$ cat config.mk
export PLATFORM = sky130hd
export DESIGN_NAME = instr_cycle_ctl
export DESIGN_NICKNAME = d
export VERILOG_FILES = /design/src/rtl/instr_cycle_ctl.sv
export SDC_FILE = /design/constraint.sdc
export NUM_CORES = 1
export LEC_CHECK = 0
export ABC_AREA = 1
export BUFFER_PORTS_ARGS = -buffer_cell sky130_fd_sc_hd__buf_4
export CORE_MARGIN = 4
export CORE_UTILIZATION = 55
export CTS_BUF_LIST = sky130_fd_sc_hd__clkbuf_8
export CTS_CLUSTER_DIAMETER = 100
export DETAILED_ROUTE_END_ITERATION = 7
export PLACE_DENSITY = 0.77
export SYNTH_ARGS = -nofsm -noshare
export SYNTH_HDL_FRONTEND = slang
export SYNTH_SLANG_ARGS = --single-unit
$ cat constraint.sdc
create_clock -name clk -period 2.1 [get_ports clk]
set_clock_uncertainty 0.05 [all_clocks]
set_input_delay 0.315 -clock clk [delete_from_list [all_inputs] [get_ports clk]]
set_output_delay 0.315 -clock clk [all_outputs]
set_load 0.02 [all_outputs]
$ cat src/rtl/instr_cycle_ctl.sv
module instr_cycle_ctl #(
  parameter int AW = 12,
  parameter logic [AW-1:0] SAVE_ADDR = 'h00F,
  parameter logic [AW-1:0] HANDLER_ADDR = 'h010,
  localparam int DW = AW + 4
) (
  input  logic          clk,
  input  logic          rst,
  output logic          mem_req,
  output logic          mem_we,
  output logic [AW-1:0] mem_addr,
  output logic [DW-1:0] mem_wdata,
  input  logic [DW-1:0] mem_rdata,
  input  logic          mem_ready,
  input  logic          irq,
  input  logic          irq_en,
  output logic [AW-1:0] pc_o,
  output logic [DW-1:0] acc_o,
  output logic          ie_o,
  output logic          halted
);
  localparam logic [3:0] S_IAC = 4'd0, S_IF = 4'd1, S_DEC = 4'd2, S_OAC = 4'd3,
                         S_OF = 4'd4, S_DO = 4'd5, S_OS = 4'd6, S_ICHK = 4'd7,
                         S_INT = 4'd8, S_HLT = 4'd9;
  localparam logic [3:0] OP_LD = 4'd1, OP_ST = 4'd2, OP_ADD = 4'd3, OP_BR = 4'd4,
                         OP_RTI = 4'd5, OP_HLT = 4'd6, OP_ADD2 = 4'd7, OP_ST2 = 4'd8,
                         OP_EI = 4'd9;

  logic [3:0]    state;
  logic [AW-1:0] pc, mar;
  logic [DW-1:0] ir, mbr, acc;
  logic          ie, idx;

  wire [3:0]    op    = ir[DW-1:DW-4];
  wire [AW-1:0] fa    = ir[AW-1:0];
  wire          dual  = (op == OP_ADD2) || (op == OP_ST2);
  wire          is_rd = (op == OP_LD) || (op == OP_ADD) || (op == OP_ADD2) || (op == OP_RTI);
  wire          is_wr = (op == OP_ST) || (op == OP_ST2);
  wire          last  = (idx == dual);
  wire [3:0]    end_next = (irq_en && ie) ? S_ICHK : S_IAC;
  wire          in_fetch = (state == S_IF);

  assign mem_req   = in_fetch || (state == S_OF) || (state == S_OS) || (state == S_INT);
  assign mem_we    = (state == S_OS) || (state == S_INT);
  assign mem_addr  = mar;
  assign mem_wdata = mbr;
  assign pc_o      = pc;
  assign acc_o     = acc;
  assign ie_o      = ie;
  assign halted    = (state == S_HLT);

  always_ff @(posedge clk) begin
    if (rst) begin
      state <= S_IAC;
      pc    <= '0;
      mar   <= '0;
      ir    <= '0;
      mbr   <= '0;
      acc   <= '0;
      ie    <= 1'b0;
      idx   <= 1'b0;
    end else begin
      case (state)
        S_IAC: begin
          mar   <= pc;
          state <= S_IF;
        end
        S_IF: if (mem_ready) begin
          ir    <= mem_rdata;
          pc    <= pc + 1'b1;
          state <= S_DEC;
        end
        S_DEC: begin
          idx <= 1'b0;
          if (op == OP_HLT)  state <= S_HLT;
          else if (is_rd)    state <= S_OAC;
          else               state <= S_DO;
        end
        S_OAC: begin
          mar   <= (op == OP_RTI) ? SAVE_ADDR : fa + AW'(idx);
          state <= is_wr ? S_OS : S_OF;
        end
        S_OF: if (mem_ready) begin
          mbr <= idx ? mbr + mem_rdata : mem_rdata;
          if (last) state <= S_DO;
          else begin
            idx   <= 1'b1;
            state <= S_OAC;
          end
        end
        S_DO: begin
          case (op)
            OP_LD:           acc <= mbr;
            OP_ADD, OP_ADD2: acc <= acc + mbr;
            OP_BR:           pc  <= fa;
            OP_RTI: begin
              pc <= mbr[AW-1:0];
              ie <= 1'b1;
            end
            OP_EI:           ie  <= 1'b1;
            OP_ST, OP_ST2:   mbr <= acc;
            default: ;
          endcase
          state <= is_wr ? S_OAC : end_next;
        end
        S_OS: if (mem_ready) begin
          if (last) state <= end_next;
          else begin
            idx   <= 1'b1;
            state <= S_OAC;
          end
        end
        S_ICHK: begin
          if (irq) begin
            mar   <= SAVE_ADDR;
            mbr   <= DW'(pc);
            state <= S_INT;
          end else state <= S_IAC;
        end
        S_INT: if (mem_ready) begin
          pc    <= HANDLER_ADDR;
          ie    <= 1'b0;
          state <= S_IAC;
        end
        default: state <= S_HLT;
      endcase
    end
  end
endmodule

==> results of run 1 <==
area by class of cell:
| cell class | count | share of cell area [%] |
|---|---|---|
| repair buffers | 116 | 12.2 |
| inverters | 148 | 7.77 |
| multi-input cells | 750 | 53.2 |
| flip-flops and latches | 78 | 21.6 |
| well taps | 140 | 2.42 |
| clock inverters | 6 | 0.864 |
| clock buffers | 10 | 1.90 |
critical path, stage by stage (launching register included):
cell and delay [ns]:
dfxtp_4 0.38, ha_1 0.17, inv_1 0.06, fa_1 0.39, inv_1 0.10, nand3_1 0.08
nand3_2 0.12, nand3_1 0.11, nand3_1 0.08, nand2_1 0.06, nand3_1 0.07, nand2_1 0.07
a21oi_1 0.15
logic make-up after synthesis:
| kind of cell | Yosys count |
|---|---|
| DFF | 78 |
| and+or+nand+nor | 435 |
| adders and majority gates | 35 |
| AOI/OAI and AO/OA | 266 |
| xor gates and xnor gates | 14 |
| buffers and inverters | 180 |
synth_stat cells:
| cell type | count | area share [%] |
|---|---|---|
| a211oi_1 | 4 | 0.49 |
| a21oi_1 | 117 | 9.6 |
| a221oi_2 | 1 | 0.24 |
| a31oi_1 | 1 | 0.10 |
| buf_2 | 6 | 0.49 |
| buf_4 | 2 | 0.24 |
| buf_6 | 4 | 0.73 |
| clkbuf_1 | 20 | 1.2 |
| dfxtp_1 | 78 | 25 |
| fa_1 | 2 | 0.65 |
| ha_1 | 33 | 6.7 |
| inv_1 | 139 | 8.5 |
| inv_2 | 6 | 0.37 |
| inv_4 | 3 | 0.31 |
| nand2_1 | 243 | 15 |
| nand2_2 | 1 | 0.10 |
| nand2_4 | 1 | 0.18 |
| nand3_1 | 76 | 6.2 |
| nand3_4 | 1 | 0.29 |
| nand3b_1 | 4 | 0.49 |
| nand4_1 | 6 | 0.61 |
| nor2_1 | 75 | 4.6 |
| nor2_2 | 2 | 0.20 |
| nor2_4 | 3 | 0.55 |
| nor3_1 | 17 | 1.4 |
| nor3_4 | 1 | 0.27 |
| nor3b_1 | 1 | 0.12 |
| o211ai_1 | 8 | 0.98 |
| o21ai_0 | 115 | 9.4 |
| o21ai_1 | 3 | 0.24 |
| o21ai_2 | 2 | 0.29 |
| o21bai_1 | 3 | 0.37 |
| o221ai_1 | 1 | 0.14 |
| o22ai_1 | 8 | 0.82 |
| o31ai_1 | 3 | 0.37 |
| or2_2 | 4 | 0.41 |
| xnor2_1 | 5 | 0.71 |
| xor2_1 | 9 | 1.3 |
path summary, 6_finish.rpt:
kind / end / start / slack (ns)
max: mem_wdata[12]$_SDFFE_PP0P_ / mem_wdata[0]$_SDFFE_PP0P_ / 0.13
min: ir[15]$_SDFFE_PP0P_ / mem_rdata[15] / 0.19
max reg2reg: mem_wdata[12]$_SDFFE_PP0P_ / mem_wdata[0]$_SDFFE_PP0P_ / 0.13
min reg2reg: ir[0]$_SDFFE_PP0P_ / ir[0]$_SDFFE_PP0P_ / 0.46
stage by stage:
step | total power [mW] | instance area [um^2] | hold WS, ns | cells
after floorplan | 4.95 | 6130 | 0.409 | 1008
after global placement | 6.31 | 7020 | 0.432 | 1232
after detailed placement | 6.36 | 7020 | 0.450 | 1232
after CTS | 7.58 | 7220 | 0.179 | 1248
after global routing | 8.22 | 7240 | 0.195 | 1248
final | 7.65 | 7240 | 0.193 | 1248
per-layer routing:
layer	vias up	share of wire, %	wire length, um
met1	3157	42	8400
met5	-	0	0
met3	61	8.5	1710
met2	345	47	9420
li1	3501	-	-
met4	0	3.4	679
registers in the layout (all words and copies together), names as in the netlist:
name	cells
mem_addr	12
idx	1
pc_o	12
state	4
mem_wdata	16
ie_o	1
acc_o	16
ir	16
repair_timing:
action                                  4_1_cts  5_1_grt
gates resized for setup                       0        8
setup buffers                                 0        0
endpoints found under the setup margin        0        9
power by group through the flow:
stage	Sequential [mW]	Clock (mW)	Combinational, mW
floorplan	2.49	0	2.46
finish	2.31	1.22	4.13
CTS	2.28	1.23	4.07
global route	2.34	1.29	4.59
detailed placement	2.31	0	4.05
global placement	2.31	0	4.01
==> results.ini, run 1 <==
[route]
wl_per_cell_um = 16.2
ant_nets = 0
routed_wl_um = 20200
drc = 0
via_per_inst = 5.66
vias = 7064
drt_iter0_markers = 815
dr.pass1.iters = 6

[layout]
antenna_cells = 0
area_growth_pct = 18.1
multi_input_comb_area_um2 = 3850
utilization_pct = 66.5
final_common_cell = nand2_1
nFillCells = 1064
seq_area_um2 = 1570
final_nets = 1159
drive_above_1_share_pct = 14.6
mostFrequentLayoutCells = nand2_1 (241), inv_1 (141), a21oi_1 (117)

[power_and_ir_drop]
p_int_mw = 3.95
p_comb_share_pct = 53.9
p_sw_mw = 3.70
ir_drop_mv = 0.770
p_sw_share_pct = 48.4
clkPwrFrac_pct = 15.9
seqPwrFrac_pct = 30.2
power_density_nw_per_um2 = 1060
p_leak_nw = 3.55

[clock_network]
cts_buffer_depth = 2
clkSlewWorstSetupHoldPaths_ns = 0.10
cts_hold_buf = 0
cts_sinks = 78
clk_latency_ns = 0.39
cts_root_buffer = clkbuf_8
cts_made_buffers = 9
cts_tree = yes
htreeDepth = 3

[global_route]
busiest_layer = met2
use_met3_pct = 6.15
grt_usage_pct = 31.4
use_met2_pct = 51.6
antenna_found_initial = 0
grt_use_met1_pct = 40.7
gr-total-overflow = 0
grt_max_degree = 32
grt_pass1_vias = 6313
grt_pass1_wl_um = 32100

[timing]
tightest_slew_ns = 0.645
setup_viol = 0
finalWorstPathRequiredPeriod_ns = 1.97
fin_setup_tns_ns = 0
post-route-period-util_pct = 93.9
hold_violations = 0
slew_violations = 0
fmax_ghz = 0.507
slew_headroom_pct = 56.9
worst_slack_ns = 0.127

[synthesis]
synth_top_family_by_area = simple AND/OR/NAND/NOR gates
synth_cell_type_count = 38
synthAdderAreaFrac_pct = 7.39
yosys_warnings = 0
syn_nets = 1064
synth_compound_area_share_pct = 23.0
synth_xor_area_share_pct = 2.00
synthMuxAreaShare_pct = 0
ys_seq_area_share_pct = 25.5
syn-cell-area_um2 = 6130
ys_ff_latch = 78
yosys.area_share.simple_pct = 30.3
synth_cells = 1008
synth_area_per_cell_um2 = 6.08

[hold_path]
hp-class = input port to flop
hold_path_depth = 3

[die]
coreArea_um2 = 10900
die_height_um = 114
rows = 38
dieArea_um2 = 12900
initial_core_util_pct = 56.3
die_x_um = 114
io_pins = 81

[worst_setup_path]
worstPathRequired_ns = 2.36
r2r_cells = 12
cp_max_fo = 4
cp-start-kind = flop
path_class = flop to flop
critPathCaptureType = flop
crit_arrival_ns = 2.24

[placement]
post-dp-hpwl_um = 15600
port_buffers = 80
dp_slack_ns = 0.111
gp_congestion = 0.980

[status]
status = finished, final reports clean

[flow_run]
cap_violations = 0

Note: power is estimated with default switching activity, not from simulation.
==> run 2, diff against run 1 <==
- ABC_AREA: 1 -> default
==> run 2 against run 1 <==
The run now ends with negative setup slack left; non-clock buffer count up 97; cell area up 9.6%; first-iteration DRC count down 9.9%; count of clock-buffer cells in the layout unchanged; largest cell class unchanged.
==> results.ini, run 2 <==
[status]
status = finished, violations left  ; was finished, final reports clean
failed_checks = negative setup slack

[route]
wl_per_cell_um = 20.2  ; was 16.2 um
dr.pass1.iters = 5  ; was 6
drc = 0  ; unchanged
vias = 6777  ; was 7064
routed_wl_um = 21400  ; was 20200 um
drt_iter0_markers = 734  ; was 815
via_per_inst = 6.38  ; was 5.66
ant_nets = 0  ; unchanged

[synthesis]
synth_area_leaders = dfxtp_1 (27%), ha_1 (7.2%), a21oi_1 (6.0%)  ; was dfxtp_1 (25%), nand2_1 (15%), a21oi_1 (9.6%)
ys_ff_latch = 78  ; unchanged
synth_top_area_cell = dfxtp_1  ; unchanged
syn-cell-area_um2 = 5750  ; was 6130 um^2
synth_cell_type_count = 54  ; was 38
synth-edff-count = 0  ; unchanged
ys_seq_area_share_pct = 27.2  ; was 25.5%
synth_area_per_cell_um2 = 7.66  ; was 6.08 um^2
synthTopCellsByCount = nor2_1 (91), dfxtp_1 (78), a21oi_1 (69)  ; was nand2_1 (243), inv_1 (139), a21oi_1 (117)
synth_ff_type = dfxtp_1  ; unchanged
syn_nets = 806  ; was 1064
async_flop_share_pct = 0  ; unchanged
yosysMostFrequentCell = nor2_1  ; was nand2_1
yosys_warnings = 0  ; unchanged
synth_top_area_share_pct = 27.2  ; was 25.5%
synth_cells = 750  ; was 1008

[die]
coreArea_um2 = 10200  ; was 10900 um^2
initial_core_util_pct = 56.2  ; was 56.3%
dieArea_um2 = 12200  ; was 12900 um^2
io_pins = 81  ; unchanged
die_height_um = 110  ; was 114 um
die_x_um = 110  ; was 114 um
rows = 37  ; was 38

[layout]
final_nets = 978  ; was 1159
antenna_cells = 0  ; unchanged
drive_above_1_share_pct = 32.1  ; was 14.6%
mostFrequentLayoutCells = buf_4 (204), nor2_1 (89), a21oi_1 (64)  ; was nand2_1 (241), inv_1 (141), a21oi_1 (117)
area_growth_pct = 38.2  ; was 18.1%
final_common_cell = buf_4  ; was nand2_1

[placement]
post-dp-hpwl_um = 15600  ; about the same
gp_congestion = 1.00  ; was 0.980
port_buffers = 80  ; unchanged
dp_slack_ns = -0.400  ; was 0.111 ns

[clock_network]
htreeDepth = 3  ; unchanged
cts_root_buffer = clkbuf_8  ; unchanged
cts_made_buffers = 9  ; unchanged
cts_sinks = 78  ; unchanged
cts_buffer_depth = 2  ; unchanged
cts_tree = yes  ; unchanged
clk_latency_ns = 0.36  ; was 0.39 ns
cts_hold_buf = 0  ; unchanged
clkSlewWorstSetupHoldPaths_ns = 0.08  ; was 0.10 ns

[worst_setup_path]
critPathCaptureType = flop  ; unchanged
cp_max_fo = 3  ; was 4
cp_common_cell = o31a_1  ; was nand3_1
crit_family = compound AO/OA/AOI/OAI gates  ; was simple AND/OR/NAND/NOR gates
cp-start-kind = flop  ; unchanged
cp_slowest_cell = dfxtp_4  ; was fa_1
worstPathRequired_ns = 2.29  ; was 2.36 ns
crit_arrival_ns = 2.57  ; was 2.24 ns
slowest_delay_ns = 0.39  ; about the same
path_class = flop to flop  ; unchanged
crit_buf_inv = 2  ; unchanged
path_cells = ha_4 -> inv_2 -> fa_2 -> nor2b_2 -> o31a_1 -> o31a_1 -> buf_4 -> a211oi_2 -> a21o_1 -> a222oi_1 -> a211oi_1  ; was ha_1 -> inv_1 -> fa_1 -> inv_1 -> nand3_1 -> nand3_2 -> nand3_1 -> nand3_1 -> nand2_1 -> nand3_1 -> nand2_1 -> a21oi_1

[timing]
slew_violations = 0  ; unchanged
grt_setup_unrepaired = true
worst_slack_ns = -0.275  ; was 0.127 ns
setup_viol = 14  ; was 0
fmax_ghz = 0.421  ; was 0.507 GHz
tightest_slew_ns = 0.654  ; was 0.645 ns
post-route-period-util_pct = 113  ; was 93.9%
slew_headroom_pct = 56.4  ; was 56.9%
hold_violations = 0  ; unchanged
finalWorstPathRequiredPeriod_ns = 2.38  ; was 1.97 ns

[global_route]
gr-total-overflow = 0  ; unchanged
antenna_found_initial = 0  ; unchanged
grt_pass1_vias = 6658  ; was 6313
grt_pass1_wl_um = 33200  ; was 32100 um
grt_max_degree = 60  ; was 32
grt_usage_pct = 35.0  ; was 31.4%

[power_and_ir_drop]
p_leak_nw = 3.39  ; was 3.55 nW
ir_drop_mv = 0.953  ; was 0.770 mV
power_density_nw_per_um2 = 860  ; was 1060 nW/um^2
total_power_mw = 6.83  ; was 7.65 mW

[hold_path]
hp-class = input port to flop  ; unchanged

[flow_run]
cap_violations = 0  ; unchanged

[run 2: changes by cell type after synthesis, sizes merged, moves of 15 or more]
cell,before,now
xnor2,5,23
a22oi,0,15
o21ai,120,47
nand2,245,61
a21oi,117,69
nand3,77,23
a211oi,4,22
inv,148,18
clkbuf,20,35
mux2i,0,31
[run 2: area by class of cell]
cell class                      instances  area (um^2)
Sequential cell                        78         1590
Multi-Input combinational cell        602         4210
Clock buffer                           10          138
Inverter                               18         67.6
Clock inverter                          5         98.8
Timing Repair Buffer                  213         1670
Fill cell                             732         2290
Tap cell                              136          170
[run 2: kinds of logic after synthesis]
| group | synth area share (%) |
|---|---|
| compound gates | 29.2 |
| simple gates | 19.3 |
| flops | 27.2 |
| buf+inv | 4.90 |
| xor+xnor | 5.79 |
| fa+ha+maj | 7.88 |
| mux | 5.79 |
[run 2: power breakdown]
| group | leakage, nW | internal [mW] | switching, mW |
|---|---|---|---|
| Sequential | 0.641 | 1.73 | 0.286 |
| Clock | 0.124 | 0.810 | 0.586 |
| Combinational | 2.63 | 1.48 | 1.94 |
[run 2: final timing paths]
path / slack [ns] / cells past startpoint / endpoint / startpoint
max: -0.28 / 11 / mem_wdata[6]$_SDFFE_PP0P_ / mem_wdata[0]$_SDFFE_PP0P_
min: 0.16 / 3 / ir[11]$_SDFFE_PP0P_ / mem_rdata[11]
max reg2reg: -0.28 / 11 / mem_wdata[6]$_SDFFE_PP0P_ / mem_wdata[0]$_SDFFE_PP0P_
min reg2reg: 0.45 / 2 / mem_addr[0]$_SDFFE_PP0P_ / mem_addr[0]$_SDFFE_PP0P_
[run 2: metrics by stage]
stage | hold WS, ns | utilization [%] | setup TNS (ns) | cell area (um^2) | instances
floorplan | 0.409 | - | -0.509 | 5810 | 750
global placement | 0.406 | 71.7 | -2.58 | 7330 | 1036
CTS | 0.156 | 76.0 | -1.84 | 7770 | 1062
detailed placement | 0.429 | 71.7 | -3.57 | 7330 | 1036
finish | 0.162 | 77.6 | -2.30 | 7940 | 1062
global route | 0.175 | 77.6 | -3.91 | 7940 | 1062
[run 2: repair_timing]
item | in CTS | in global routing
setup buffers | 11 | 2
setup endpoints to repair | 22 | 56
gates resized for setup | 27 | 48
pin swaps | 26 | 21
[run 2: worst register-to-register path, delay by kind of cell, from the launching register on]
kind                       cells  cell delay, ns
DFF                            1            0.39
adders and majority gates      2            0.49
AOI/OAI and AO/OA              6            1.01
buffers and inverters          2            0.19
and+or+nand+nor                1            0.14
[run 2: per-layer routing]
| metal | vias up | routed length, um | track usage [%] |
|---|---|---|---|
| met2 | 381 | 10400 | 59.4 |
| met1 | 3203 | 8420 | 42.9 |
| met5 | - | 0 | 0 |
| met3 | 72 | 1780 | 4.78 |
| met4 | 0 | 861 | 18.8 |
| li1 | 3121 | - | - |
